==> config.mk <==
export PLATFORM = sky130hd
export DESIGN_NAME = scalar_mult_seq
export DESIGN_NICKNAME = d
export VERILOG_FILES = /design/src/rtl/sms_pkg.sv /design/src/rtl/sms_arg_check.sv /design/src/rtl/sms_cursor.sv /design/src/rtl/scalar_mult_seq.sv
export SDC_FILE = /design/constraint.sdc
export NUM_CORES = 1
export LEC_CHECK = 0
export BUFFER_PORTS_ARGS = -buffer_cell sky130_fd_sc_hd__buf_2
export CELL_PAD_IN_SITES_DETAIL_PLACEMENT = 1
export CELL_PAD_IN_SITES_GLOBAL_PLACEMENT = 1
export CORE_MARGIN = 2
export CORE_UTILIZATION = 43
export DETAILED_ROUTE_END_ITERATION = 12
export PLACE_DENSITY = 0.88
export SLEW_MARGIN = 20
export SYNTH_ARGS = -nofsm -noshare
export SYNTH_HDL_FRONTEND = slang
export SYNTH_SLANG_ARGS = --single-unit
==> constraint.sdc <==
create_clock -name clk -period 7.7 [get_ports clk]
set_clock_uncertainty 0.05 [all_clocks]
set_input_delay 0.77 -clock clk [delete_from_list [all_inputs] [get_ports clk]]
set_output_delay 0.77 -clock clk [all_outputs]
set_load 0.005 [all_outputs]
==> src/rtl/sms_pkg.sv <==
`timescale 1ns/1ps
package sms_pkg;
  typedef enum logic [1:0] {
    OP_INIT = 2'b00,
    OP_DBL  = 2'b01,
    OP_ADD  = 2'b10,
    OP_AFF  = 2'b11
  } pt_op_e;

  typedef enum logic [1:0] {
    ST_IDLE  = 2'b00,
    ST_ISSUE = 2'b01,
    ST_WAIT  = 2'b10
  } seq_st_e;
endpackage

==> src/rtl/sms_arg_check.sv <==
`timescale 1ns/1ps
// Decides whether a start request carries usable operands.
module sms_arg_check #(
  parameter int KW = 256,
  parameter int LW = $clog2(KW + 1)
) (
  input  logic [KW-1:0] scalar,
  input  logic [LW-1:0] bit_len,
  output logic          args_ok
);
  localparam logic [LW-1:0] MAX_LEN = LW'(KW);

  always_comb begin
    args_ok = (|scalar) && (bit_len != '0) && (bit_len <= MAX_LEN);
  end
endmodule

==> src/rtl/sms_cursor.sv <==
`timescale 1ns/1ps
// Holds the captured scalar and walks the bit index downward.
module sms_cursor #(
  parameter int KW = 256,
  parameter int LW = $clog2(KW + 1),
  parameter int IW = $clog2(KW)
) (
  input  logic          clk,
  input  logic          rst,
  input  logic          load,
  input  logic [KW-1:0] scalar_in,
  input  logic [LW-1:0] len_in,
  input  logic          step,
  output logic          cur_bit,
  output logic          at_zero
);
  logic [KW-1:0] k_q;
  logic [IW-1:0] idx_q;
  logic [LW-1:0] first_idx;

  always_comb begin
    first_idx = (len_in >= LW'(2)) ? (len_in - LW'(2)) : '0;
  end

  always_ff @(posedge clk) begin
    if (rst) begin
      k_q   <= '0;
      idx_q <= '0;
    end else if (load) begin
      k_q   <= scalar_in;
      idx_q <= IW'(first_idx);
    end else if (step && (idx_q != '0)) begin
      idx_q <= idx_q - IW'(1);
    end
  end

  always_comb begin
    cur_bit = k_q[idx_q];
    at_zero = (idx_q == '0);
  end
endmodule

==> src/rtl/scalar_mult_seq.sv <==
`timescale 1ns/1ps
// Left-to-right double-and-add sequencer driving a point arithmetic unit.
module scalar_mult_seq #(
  parameter int KW = 256,
  parameter int LW = $clog2(KW + 1)
) (
  input  logic          clk,
  input  logic          rst,
  input  logic          start,
  input  logic [KW-1:0] scalar,
  input  logic [LW-1:0] bit_len,
  input  logic          field_sel,
  output logic          busy,
  output logic          done,
  output logic          err,
  output logic          cmd_valid,
  input  logic          cmd_ready,
  output logic [1:0]    cmd_op,
  output logic          cmd_field,
  input  logic          cmd_done
);
  import sms_pkg::*;

  localparam int IW = $clog2(KW);

  seq_st_e st_q;
  pt_op_e  op_q;
  logic    fld_q;
  logic    done_q;
  logic    err_q;
  logic    len_one_q;
  logic    args_ok;
  logic    load;
  logic    step;
  logic    cur_bit;
  logic    at_zero;
  logic    finish;

  sms_arg_check #(.KW(KW), .LW(LW)) arg_i (
    .scalar  (scalar),
    .bit_len (bit_len),
    .args_ok (args_ok)
  );

  sms_cursor #(.KW(KW), .LW(LW), .IW(IW)) cur_i (
    .clk       (clk),
    .rst       (rst),
    .load      (load),
    .scalar_in (scalar),
    .len_in    (bit_len),
    .step      (step),
    .cur_bit   (cur_bit),
    .at_zero   (at_zero)
  );

  always_comb begin
    finish = (st_q == ST_WAIT) && cmd_done;
    load   = (st_q == ST_IDLE) && start && args_ok;
    step   = finish && !at_zero &&
             (((op_q == OP_DBL) && !cur_bit) || (op_q == OP_ADD));
  end

  always_ff @(posedge clk) begin
    if (rst) begin
      st_q      <= ST_IDLE;
      op_q      <= OP_INIT;
      fld_q     <= 1'b0;
      done_q    <= 1'b0;
      err_q     <= 1'b0;
      len_one_q <= 1'b0;
    end else begin
      done_q <= 1'b0;
      unique case (st_q)
        ST_IDLE: begin
          if (start) begin
            if (args_ok) begin
              st_q      <= ST_ISSUE;
              op_q      <= OP_INIT;
              fld_q     <= field_sel;
              err_q     <= 1'b0;
              len_one_q <= (bit_len == LW'(1));
            end else begin
              done_q <= 1'b1;
              err_q  <= 1'b1;
            end
          end
        end
        ST_ISSUE: begin
          if (cmd_ready) st_q <= ST_WAIT;
        end
        ST_WAIT: begin
          if (cmd_done) begin
            unique case (op_q)
              OP_INIT: begin
                st_q <= ST_ISSUE;
                op_q <= len_one_q ? OP_AFF : OP_DBL;
              end
              OP_DBL: begin
                st_q <= ST_ISSUE;
                op_q <= cur_bit ? OP_ADD : (at_zero ? OP_AFF : OP_DBL);
              end
              OP_ADD: begin
                st_q <= ST_ISSUE;
                op_q <= at_zero ? OP_AFF : OP_DBL;
              end
              OP_AFF: begin
                st_q   <= ST_IDLE;
                done_q <= 1'b1;
              end
              default: st_q <= ST_IDLE;
            endcase
          end
        end
        default: st_q <= ST_IDLE;
      endcase
    end
  end

  always_comb begin
    busy      = (st_q != ST_IDLE);
    done      = done_q;
    err       = err_q;
    cmd_valid = (st_q == ST_ISSUE);
    cmd_op    = op_q;
    cmd_field = fld_q;
  end
endmodule

# After elaboration in Yosys (flattened, before gate mapping)
# Index checks and enable logic that the tools add are counted.
# word_totals
ff_bits,272
inputBits,271
out_inout_bits,7
word_cells,74
# op_classes
addsub,2
order_cmp,3
eq_ne,11
n_mux,24
n_reduce_logical,26
# ops
cell,n
OR reduction 256 bit,1
2-to-1 mux 8 bit,3
2-to-1 mux 2 bit,10
one-hot mux 2 bit (3 select lines),2
"== test 9 x 1 -> 1 bit, second input constant",1
"greater-or-equal comparator 9 x 2 -> 1 bit, second input constant",1
"<= comparator 9 bit, second input constant",1
logical AND 1 bit,9
"< comparator 8 x 9 -> 1 bit, second input constant",1
nonzero test 9 bit,1
binary-select mux 1 bit (select 8 bit),1
zero test 8 bit,1
one-hot mux 2 bit (2 select lines),2
nonzero test 8 bit,1
"subtractor 8 x 1 -> 8 bit, second input constant",1
"subtractor 8 x 2 -> 8 bit, second input constant",1
"== test 2 bit, second input constant",3
"!= test 2 bit, second input constant",3
nonzero test 2 bit,3
2-to-1 mux 1 bit,5
AND reduction 5 bit,1
"== test 2 x 1 -> 1 bit, second input constant",2
zero test 2 bit,2
"!= test 4 x 1 -> 1 bit, second input constant",1
other kinds (8),9

# Longest topological paths before layout
# Gate-level depths: netlist of the first run.
# depth
depth_word,9
mapped_depth,13
mapped_depth_nobuf,10

# Hierarchy
# Synthesis of the first run repeated with hierarchy kept, for this count alone.
# unflattened
hier_cells,1243
area_unflattened_um2,12803.5
# modules_own_cells
module,n_inst,cells_each,area_each_um2,seq_area_each_um2
sms_cursor,1,1094,11711.2,5285.1
sms_arg_check,1,89,571.8,0.0
scalar_mult_seq,1,60,520.5,160.2

# Worst setup path after synthesis of the first run
# Ideal clock, no wire load.
# synth_timing
path_kind,input port to flip-flop
start,input port bit_len[3]
end,register cur_i.k_q[100]
setup_ps,70
arrival_ps,2657
required_ps,7580
path_slack_ps,4923
path_stages,10
n_path_buf,3
path_cell_list,or3_1 -> nor4_1 -> a21oi_1 -> a31o_2 -> nand4_1 -> buf_2 -> clkbuf_1 -> buf_2 -> nand2_1 -> a21oi_1
# synth_via
elab_chain_len,4
elab_cells_between_ends,5
classes_between,1 x order compare; 4 x reduce/logical
# synth_lines
element,line_no,text
from (decl),scalar_mult_seq.sv:11,"input logic [LW-1:0] bit_len,"
"parallel branches: the longest is 2 deep, another holds <= comparator 9 bit",n/a,
logical AND 1 bit *,sms_arg_check.sv:14,args_ok = (|scalar) && (bit_len != '0) && (bit_len <= MAX_LEN);
logical AND 1 bit *,scalar_mult_seq.sv:58,load = (st_q == ST_IDLE) && start && args_ok;
to (signal assigned),sms_cursor.sv:30,k_q <= scalar_in;
to (decl),sms_cursor.sv:17,logic [KW-1:0] k_q;
# Every way passes the cells marked *.
# A chain may end at the register's enable or synchronous reset.

# Worst setup path after layout of the first run
# layout_timing
start,register cur_i.idx_q[0]
end,register cur_i.idx_q[1]
# layout_via
elab_chain_len,8
elab_cells_between_ends,15
classes_between,1 x add/sub; 4 x mux; 10 x reduce/logical
# layout_lines
element,line_no,text
from (decl),sms_cursor.sv:18,logic [IW-1:0] idx_q;
from (signal assigned),sms_cursor.sv:31,idx_q <= IW'(first_idx);
from (signal assigned),sms_cursor.sv:33,idx_q <= idx_q - IW'(1);
binary-select mux 1 bit (select 8 bit),sms_cursor.sv:38,cur_bit = k_q[idx_q];
2-to-1 mux 1 bit (implied by the code),sms_cursor.sv:38,
zero test 1 bit,scalar_mult_seq.sv:60,(((op_q == OP_DBL) && !cur_bit) || (op_q == OP_ADD));
logical AND 1 bit,scalar_mult_seq.sv:60,
logical OR 1 bit,scalar_mult_seq.sv:60,
logical AND 1 bit,scalar_mult_seq.sv:59,step = finish && !at_zero &&
logical AND 1 bit,sms_cursor.sv:32,end else if (step && (idx_q != '0)) begin
nonzero test 2 bit (no source line),n/a,
# Parallel ways exist; a longest one is shown, timed or not. The select of a mux whose other input is x is not followed.

==> flow_metrics.env, run 1 <==
export IMPL_status="completed"
export IMPL_viasPerCell=5.71
export IMPL_place_gp_congestion=0.836
export IMPL_area_growth_syn_to_layout_pct=20.3
export IMPL_ys_ff_latch=272
export IMPL_timing_final_max_slew_violations=0
export IMPL_grt_pass1_vias=13100
export IMPL_tightestPinTransition_ps=1080
export IMPL_place_area_um2=14300
export IMPL_cp_arrival_ps=4670
export IMPL_hold_slack_ps=402
export IMPL_seq_area_frac_synth=0.421
export IMPL_final_cell_mix="nand2_1, a21oi_1, buf_2"
export IMPL_r2r_start="cur_i.idx_q[0]$_SDFFE_PP0P_"
export IMPL_dpl_hpwl_um=30500
export IMPL_drive_gt1_frac=0.218
export IMPL_antenna_left=0
export IMPL_cts_buffers=30
export IMPL_htreeDepth=1
export IMPL_timing_fmax_mhz=233
export IMPL_grt_max_degree=275
export IMPL_critPathLaunchType="register"
export IMPL_grt_pass1_wl_um=69900
export IMPL_core_area_um2=29600
export IMPL_wire_per_inst_um=20.1
export IMPL_hold_path_class="reg2reg"
export IMPL_antenna_found_initial=5
export IMPL_cts_sinks=272
export IMPL_syn_inst=1599
export IMPL_end_kind="register"
export IMPL_path_max_fanout=35
export IMPL_worstSkewPairLatency_ps=550
export IMPL_setup_tns_ps=0
export IMPL_fp_dieH_um=178
export IMPL_post_cts_buffers=0
export IMPL_p_leak_nw=5.80
export IMPL_avgSynthCellArea_um2=8.10
export IMPL_timing_final_ws_setup_ps=3410
export IMPL_via_count=12700
export IMPL_relSlewSlack=0.279
export IMPL_fin_nets=2078
export IMPL_min_from="cur_i.k_q[100]$_SDFFE_PP0P_"
export IMPL_max_cap_violations=0
export IMPL_io_pins=278
export IMPL_layout_cells_most_common="nand2_1"
export IMPL_yosys_warnings=0
export IMPL_fin_area_um2=15600
export IMPL_setup_viol=0
export IMPL_design_die_area_um2=31500
export IMPL_route_detailed_drc=0
export IMPL_cts_root_buffer="clkbuf_16"
export IMPL_synth_distinct_cells=70
export IMPL_async_flop_share=0
export IMPL_num_fill_cells=3732
export IMPL_crit_start="cur_i.idx_q[0]$_SDFFE_PP0P_"
export IMPL_fin_crit_sh=0.557
export IMPL_synth_area_um2=12900
export IMPL_port_buffers=277
export IMPL_ir_worst_vdd_uv=205
export IMPL_p_per_area_nw_per_um2=236
export IMPL_totalWireLength_um=44700
export IMPL_synth_edf_count=0
export IMPL_clkTransAtPathRegs_ps=60
export IMPL_cp_required_ps=8080
export IMPL_die_w_um=178
export IMPL_synth_ff_type="dfxtp_1"
export IMPL_grt_usage=0.278
export IMPL_rows=63
export IMPL_syn_nets=1877
export IMPL_place_ws_ps=3060
export IMPL_initial_core_util=0.437
export IMPL_cts_tree="built"
export IMPL_path_class="reg2reg"
export IMPL_first_pass_iters=5
export IMPL_drt_iter0_drc=876
export IMPL_min_period_ps=4290
export IMPL_cts_hold_buffers=0
export IMPL_cts_buffer_depth=3
export IMPL_grt_overflow=0
export IMPL_postCtsResizedCells=0
export IMPL_grt_setup_unrepaired="no"
export IMPL_hold_violations=0
## through the flow
stage | power [W] | utilization | cells
3_5_place_dp | 0.00204 | 0.483 | 2155
3_3_place_gp | 0.00202 | 0.483 | 2155
5_1_grt | 0.00380 | 0.525 | 2218
6_report | 0.00367 | 0.525 | 2219
2_1_floorplan | 0.00184 | - | 1599
4_1_cts | 0.00367 | 0.522 | 2211
## path summary, 6_finish.rpt
check                                endpoint  slack, ps  depth (start not counted)
setup / recovery  cur_i.idx_q[1]$_SDFFE_PP0P_       3410                          9
hold / removal    cur_i.k_q[100]$_SDFFE_PP0P_        400                          2
setup reg to reg  cur_i.idx_q[1]$_SDFFE_PP0P_       3410                          9
hold reg to reg   cur_i.k_q[100]$_SDFFE_PP0P_        400                          2
## cell usage after synthesis (3+ instances only)
| cell | count | area [µm²] |
|---|---|---|
| o211ai_1 | 5 | 37.5 |
| mux4_1 | 14 | 368 |
| a21oi_1 | 277 | 1390 |
| buf_6 | 12 | 135 |
| o31ai_2 | 3 | 37.5 |
| buf_1 | 6 | 22.5 |
| a2bb2oi_1 | 4 | 35.0 |
| mux2i_1 | 40 | 400 |
| ha_1 | 7 | 87.6 |
| and2_1 | 4 | 25.0 |
| nand4_1 | 22 | 138 |
| a211oi_1 | 5 | 37.5 |
| a31oi_1 | 5 | 31.3 |
| nor2b_1 | 13 | 81.3 |
| or3_1 | 8 | 50.1 |
| buf_2 | 19 | 95.1 |
| nor4_1 | 70 | 438 |
| a31o_2 | 4 | 35.0 |
| nand2_1 | 549 | 2060 |
| a22oi_1 | 8 | 60.1 |
| o221ai_1 | 3 | 26.3 |
| o21ai_0 | 7 | 35.0 |
| nand3b_1 | 5 | 37.5 |
| and4_1 | 3 | 26.3 |
| xnor2_1 | 4 | 35.0 |
| inv_1 | 14 | 52.6 |
| clkbuf_1 | 79 | 297 |
| nor2_1 | 26 | 97.6 |
| nand3_1 | 15 | 75.1 |
| mux4_2 | 28 | 631 |
| mux2_2 | 7 | 78.8 |
| nor3_1 | 16 | 80.1 |
| nand2b_1 | 3 | 18.8 |
| dfxtp_1 | 272 | 5450 |
## layer usage
layer	GRT usage	up-vias	routed length, µm
met5	0	-	0
met3	0.0366	102	2330
met2	0.475	385	21800
met1	0.360	6177	19100
met4	0.0984	0	1480
li1	-	5997	-
## critical path, cell delays in order (launching register included)
cell and delay, ps:
dfxtp_4 740, buf_4 600, nand2_2 320, a211oi_1 450, a2111oi_4 50, o311ai_1 660, a221oi_4 200, o31ai_4 520
a2111oi_0 200, or3_1 350
## flip-flops by register name, indices dropped and copies added (netlist names)
register     cells
cmd_field        1
cmd_op           2
cur_i.idx_q      8
cur_i.k_q      256
done             1
err              1
len_one_q        1
st_q             2
## power breakdown
group	switching, W	internal (W)	total, W
Sequential	0.0000618	0.00148	0.00154
Combinational	0.000289	0.000190	0.000479
Clock	0.000596	0.00105	0.00165
Total	0.000947	0.00272	0.00367
## logic make-up (layout without fill, tap and decap cells)
logic type,Yosys count,count (layout),share of synthesized area
XOR/XNOR,5,5,0.00338
AND/OR/NAND/NOR,743,743,0.248
flip-flops,272,272,0.421
AO/OA/AOI/OAI,346,346,0.154
adder cells (fa/ha/maj),7,7,0.00676
multiplexers,90,90,0.115
other,0,5,0
buffers and inverters,136,361,0.0522
## area by class of cell
type | count | area [µm²] | area share
tap | 390 | 488 | 0.0313
sequential | 272 | 5450 | 0.350
antenna | 5 | 12.5 | 0.000803
inverter | 15 | 56.3 | 0.00362
clock buffer | 47 | 957 | 0.0615
clock inverter | 9 | 199 | 0.0128
timing repair buffer | 290 | 1570 | 0.101
multi-input combinational | 1191 | 6830 | 0.439
Note: power is estimated with default switching activity, not from simulation.
==> run 2, diff against run 1 <==
CORE_UTILIZATION = 36   (was 43)
PLACE_DENSITY = 0.79   (was 0.88)
clock period = 3.9 ns   (was 7.7 ns; I/O delays follow)
==> flow_metrics.env, run 2 (synthesis results as in run 1) <==
export IMPL_cts_buffers=29
export IMPL_power_clock_fraction=0.387
export IMPL_timing_fmax_mhz=286
export IMPL_r2r_start="cur_i.idx_q[3]$_SDFFE_PP0P_"
export IMPL_timing_final_max_slew_violations=0
export IMPL_status="completed"
export IMPL_min_from="field_sel"
export IMPL_met3WireLength_um=2610
export IMPL_postCtsResizedCells=0
export IMPL_num_antenna_cells=0
export IMPL_cts_sinks=272
export IMPL_fin_nets=2097
export IMPL_hold_path_class="in2reg"
export IMPL_dpl_hpwl_um=34800
export IMPL_port_buffers=277
export IMPL_initial_core_util=0.365
export IMPL_end_kind="register"
export IMPL_ir_worst_vdd_uv=314
export IMPL_hold_violations=0
export IMPL_worstSkewPairLatency_ps=550
export IMPL_viasPerCell=5.50
export IMPL_wire_per_inst_um=20.5
export IMPL_first_pass_iters=5
export IMPL_via_count=12600
export IMPL_clkTransAtPathRegs_ps=60
export IMPL_grt_setup_unrepaired="no"
export IMPL_route_detailed_drc=0
export IMPL_top_regs="cur_i.k_q x256, cur_i.idx_q x8"
export IMPL_p_seq_frac=0.466
export IMPL_setup_tns_ps=0
export IMPL_tightestPinTransition_ps=1060
export IMPL_p_int_w=0.00476
export IMPL_fin_crit_sh=0.897
export IMPL_core_area_um2=35500
export IMPL_wl_met1_um=20300
export IMPL_fp_dieH_um=194
export IMPL_place_gp_congestion=0.861
export IMPL_relSlewSlack=0.295
export IMPL_totalWireLength_um=47000
export IMPL_drt_iter0_drc=843
export IMPL_final_cell_mix="nand2_1, a21oi_1, buf_2"
export IMPL_p_switching_w=0.00180
export IMPL_path_max_fanout=14
export IMPL_regMostFlops="cur_i.k_q"
export IMPL_worstReg2RegEnd="cur_i.idx_q[1]$_SDFFE_PP0P_"
export IMPL_largest_reg_flops=256
export IMPL_cts_tree="built"
export IMPL_antenna_left=0
export IMPL_setup_viol=0
export IMPL_grt_usage=0.241
export IMPL_max_cap_violations=0
export IMPL_cts_buffer_depth=3
export IMPL_cts_hold_buffers=0
export IMPL_drive_gt1_frac=0.220
export IMPL_p_leak_nw=5.77
export IMPL_rows=69
export IMPL_path_class="reg2reg"
export IMPL_cts_root_buffer="clkbuf_16"
export IMPL_grt_max_degree=156
export IMPL_hold_depth=3
export IMPL_combPwrFrac=0.147
export IMPL_grt_pass1_wl_um=72900
export IMPL_reg2reg_slack_ps=400
export IMPL_netSwitchingFraction=0.275
export IMPL_antenna_found_initial=3
export IMPL_critical_path_cell_chain="inv_1 > nor3_1 > nand3_1 > nor4bb_2 > a221oi_2 > o31ai_4 > and4_1 > or3_1"
export IMPL_area_growth_syn_to_layout_pct=20.0
export IMPL_grt_overflow=0
export IMPL_critPathLaunchType="register"
export IMPL_cpMaxStageDelayCell="dfxtp_1"
export IMPL_htreeDepth=1
export IMPL_design_die_area_um2=37500
export IMPL_layout_cells_most_common="nand2_1"
export IMPL_route_met2_wl_um=22700
export IMPL_min_period_ps=3500
export IMPL_io_pins=278
export IMPL_slowest_delay_ps=710
export IMPL_min_to="cmd_field$_SDFFE_PP0P_"
export IMPL_final_util=0.438
export IMPL_grt_pass1_vias=13100
export IMPL_cp_required_ps=4270
export IMPL_highest_layer="met5"
export IMPL_die_w_um=194
export IMPL_reg2regPathDepth=8
export IMPL_p_per_area_nw_per_um2=423
export IMPL_post_cts_buffers=0
export IMPL_cp_arrival_ps=3870
run 2: cell types whose count changed in the layout (fill, tap and decap cells not counted), moves of 3 or more:
cell	before	now
buf_12	1	11
buf_16	3	0
buf_4	7	22
bufinv_16	6	1
clkbuf_16	32	29
clkbuf_8	11	3
diode_2	5	0
run 2: cell type report:
type                    count  area (µm²)
well taps                 461         577
inverters                  15        56.3
fillers                  4310       20000
repair buffers            310        1780
clock inverters             5        50.0
flip-flops and latches    272        5450
multi-input cells        1191        6830
clock buffers              38         779
run 2: worst max path at each step:
stage,from,endpoint,cells after the start
6_report,cur_i.idx_q[3]$_SDFFE_PP0P_,cur_i.idx_q[1]$_SDFFE_PP0P_,8
5_1_grt,cur_i.idx_q[1]$_SDFFE_PP0P_,cur_i.idx_q[1]$_SDFFE_PP0P_,9
4_1_cts,cur_i.idx_q[0]$_SDFFE_PP0P_,cur_i.idx_q[1]$_SDFFE_PP0P_,9
3_5_place_dp,cur_i.idx_q[0]$_SDFFE_PP0P_,cur_i.idx_q[1]$_SDFFE_PP0P_,9
3_3_place_gp,cur_i.idx_q[0]$_SDFFE_PP0P_,cur_i.idx_q[1]$_SDFFE_PP0P_,9
2_1_floorplan,cur_i.idx_q[0]$_SDFFE_PP0P_,cur_i.idx_q[4]$_SDFFE_PP0P_,11
run 2: layer usage:
metal  up-vias  GRT usage
li1       6025          -
met1      6119      0.315
met2       367      0.410
met3        94     0.0397
met4         6     0.0721
met5         -          0
run 2: metrics by stage:
step | std cells | power [W] | hold slack (ps) | worst slack, ps | cell area [µm²]
after floorplan | 1599 | 0.00364 | 382 | 1260 | 12900
after global placement | 2249 | 0.00404 | 389 | 493 | 14700
after detailed placement | 2249 | 0.00407 | 395 | 425 | 14700
after CTS | 2292 | 0.00660 | 23.2 | 406 | 15500
after global routing | 2292 | 0.00681 | 39.2 | 235 | 15500
final | 2292 | 0.00657 | 39.5 | 402 | 15500
run 2: worst max-delay path: cells and delay by family (launching register included):
kind            cells  cell delay (ps)
simple gates        5             1580
compound gates      2              710
buf+inv             1              340
flops               1              710
run 2: power groups by stage:
stage | registers [W] | logic, W | clock network (W)
floorplan | 0.00304 | 0.000606 | 0
global placement | 0.00311 | 0.000929 | 0
detailed placement | 0.00312 | 0.000955 | 0
CTS | 0.00306 | 0.000965 | 0.00257
global route | 0.00308 | 0.00106 | 0.00268
finish | 0.00306 | 0.000967 | 0.00254
==> run 3, diff against run 2 <==
CORE_MARGIN = not set   (was 2)
CORE_UTILIZATION = 38   (was 36)
SYNTH_HIERARCHICAL = 1   (was not set)
==> flow_metrics.env, run 3 <==
export IMPL_cts_buffers=31
export IMPL_route_detailed_drc=0
export IMPL_p_leak_nw=6.33
export IMPL_hold_depth=3
export IMPL_viasPerCell=5.45
export IMPL_async_flop_share=0
export IMPL_drive_gt1_frac=0.293
export IMPL_top_regs="cur_i/k_q x256, cur_i/idx_q x8"
export IMPL_regMostFlops="cur_i/k_q"
export IMPL_synth_edf_count=0
export IMPL_synth_ff_type="dfxtp_1"
export IMPL_io_pins=278
export IMPL_hold_path_class="in2reg"
export IMPL_critPathLaunchType="register"
export IMPL_min_to="cur_i/k_q[130]$_SDFFE_PP0P_"
export IMPL_antenna_found_initial=2
export IMPL_htreeDepth=1
export IMPL_tightestPinTransition_ps=958
export IMPL_yosysTopAreaCell="dfxtp_1"
export IMPL_timing_final_ws_setup_ps=230
export IMPL_cts_root_buffer="clkbuf_16"
export IMPL_ir_worst_vdd_uv=334
export IMPL_grt_overflow=0
export IMPL_core_area_um2=32900
export IMPL_first_pass_iters=4
export IMPL_fin_crit_sh=0.941
export IMPL_timing_fmax_mhz=273
export IMPL_status="completed"
export IMPL_cts_tree="built"
export IMPL_avgSynthCellArea_um2=10.3
export IMPL_worstReg2RegEnd="cur_i/idx_q[2]$_SDFFE_PP0P_"
export IMPL_hold_violations=0
export IMPL_max_cap_violations=0
export IMPL_final_cell_mix="nor2_1, buf_2, mux2i_1"
export IMPL_ys_top_cells_by_count="nor2_1, mux2i_1, dfxtp_1"
export IMPL_drt_iter0_drc=525
export IMPL_num_fill_cells=3747
export IMPL_layout_cells_most_common="nor2_1"
export IMPL_min_from="scalar[130]"
export IMPL_clkTransAtPathRegs_ps=60
export IMPL_fp_dieH_um=186
export IMPL_multi_input_area_um2=6940
export IMPL_wire_per_inst_um=20.8
export IMPL_ys_ff_latch=272
export IMPL_setup_tns_ps=0
export IMPL_grt_pass1_wl_um=62300
export IMPL_port_buffers=277
export IMPL_place_gp_congestion=0.859
export IMPL_syn_nets=1521
export IMPL_via_count=10800
export IMPL_relSlewSlack=0.361
export IMPL_setup_viol=0
export IMPL_seq_area_frac_synth=0.425
export IMPL_p_per_area_nw_per_um2=450
export IMPL_grt_max_degree=129
export IMPL_path_class="reg2reg"
export IMPL_synth_top_area_frac=0.425
export IMPL_yosys_warnings=6
export IMPL_rows=66
export IMPL_synth_distinct_cells=53
export IMPL_initial_core_util=0.390
export IMPL_syn_inst=1243
export IMPL_dpl_hpwl_um=30900
export IMPL_worstSkewPairLatency_ps=560
export IMPL_grt_usage=0.235
export IMPL_regArea_um2=5460
export IMPL_path_max_fanout=12
export IMPL_reg2reg_slack_ps=230
export IMPL_design_die_area_um2=34400
export IMPL_yosys_top_cells_area="dfxtp_1, mux2i_1, mux4_2, nor2_1, nor4_1"
export IMPL_reg2regPathDepth=15
export IMPL_die_w_um=186
export IMPL_antenna_left=0
export IMPL_synth_most_common_cell="nor2_1"
export IMPL_fin_nets=1793
export IMPL_area_growth_syn_to_layout_pct=24.9
export IMPL_power_w=0.00719
export IMPL_end_kind="register"
export IMPL_r2r_start="cur_i/idx_q[0]$_SDFFE_PP0P_"
export IMPL_hold_slack_ps=36.1
export IMPL_min_period_ps=3670
export IMPL_totalWireLength_um=41400
export IMPL_place_ws_ps=-0.378
export IMPL_timing_final_max_slew_violations=0
export IMPL_cts_buffer_depth=3
export IMPL_synth_area_um2=12800
export IMPL_cts_sinks=272
export IMPL_cp_required_ps=4300
export IMPL_cp_arrival_ps=4070
export IMPL_grt_pass1_vias=11100
export IMPL_largest_reg_flops=256
run 3: worst max path at each step:
stage | start | cells past startpoint | slack, ps | to
4_1_cts | cur_i/idx_q[0]$_SDFFE_PP0P_ | 15 | 30 | cur_i/idx_q[2]$_SDFFE_PP0P_
5_1_grt | cur_i/idx_q[0]$_SDFFE_PP0P_ | 15 | -2 | cur_i/idx_q[2]$_SDFFE_PP0P_
3_3_place_gp | cur_i/idx_q[0]$_SDFFE_PP0P_ | 13 | 90 | cur_i/idx_q[2]$_SDFFE_PP0P_
3_5_place_dp | cur_i/idx_q[0]$_SDFFE_PP0P_ | 15 | -0.4 | cur_i/idx_q[2]$_SDFFE_PP0P_
6_report | cur_i/idx_q[0]$_SDFFE_PP0P_ | 15 | 230 | cur_i/idx_q[2]$_SDFFE_PP0P_
2_1_floorplan | cur_i/idx_q[0]$_SDFFE_PP0P_ | 16 | 160 | cur_i/idx_q[2]$_SDFFE_PP0P_
run 3: critical path, cell delays in order, from the launching register on:
cell,delay (ps)
dfxtp_4,470
buf_6,240
mux4_2,510
o311ai_0,350
a21o_1,150
nand4b_1,110
a221oi_2,260
buf_4,180
a311oi_1,50
inv_1,110
a21oi_1,90
nor4_2,270
and2_4,220
or2_2,180
o21ai_0,100
a211oi_1,220
run 3: cells by family after synthesis:
| family | count (synthesis) | share of synthesized area |
|---|---|---|
| XOR/XNOR | 7 | 0.00479 |
| multiplexers | 340 | 0.332 |
| adder cells (fa/ha/maj) | 7 | 0.00684 |
| flip-flops | 272 | 0.425 |
| AND/OR/NAND/NOR | 454 | 0.162 |
| AO/OA/AOI/OAI | 65 | 0.0344 |
| buffers and inverters | 98 | 0.0348 |
run 3: routing by layer:
layer | up-vias | GRT usage | wire [µm]
li1 | 5081 | - | -
met1 | 5304 | 0.310 | 18500
met2 | 339 | 0.395 | 19400
met3 | 80 | 0.0356 | 2270
met4 | 2 | 0.0728 | 1180
met5 | - | 0 | 17
run 3: power by group:
group	total (W)	internal [W]	leakage [nW]	switching, W
logic	0.00105	0.000488	3.55	0.000557
registers	0.00304	0.00293	2.22	0.000107
clock network	0.00311	0.00194	0.554	0.00117
total	0.00719	0.00536	6.33	0.00183
run 3: metrics by stage:
stage,cell area [µm²],instances,utilization
final,16000,1984,0.486
after global routing,16000,1983,0.486
after CTS,15900,1976,0.483
after detailed placement,14700,1917,0.448
after global placement,14700,1917,0.448
after floorplan,12800,1243,-
run 3: cell type report:
class	count	area share
Multi-Input combinational cell	873	0.434
Sequential cell	272	0.341
Timing Repair Buffer	325	0.117
Clock buffer	47	0.0598
Tap cell	442	0.0346
Clock inverter	11	0.0101
Inverter	12	0.00282
Antenna cell	2	0.000313
run 3: repair_timing:
| action | 4_1_cts | 5_1_grt |
|---|---|---|
| gates resized for setup | 2 | 6 |
| hold buffers | 1 | 0 |
| buffers inserted | 0 | 6 |
| hold endpoints to repair | 1 | 0 |
| setup endpoints to repair | 1 | 8 |
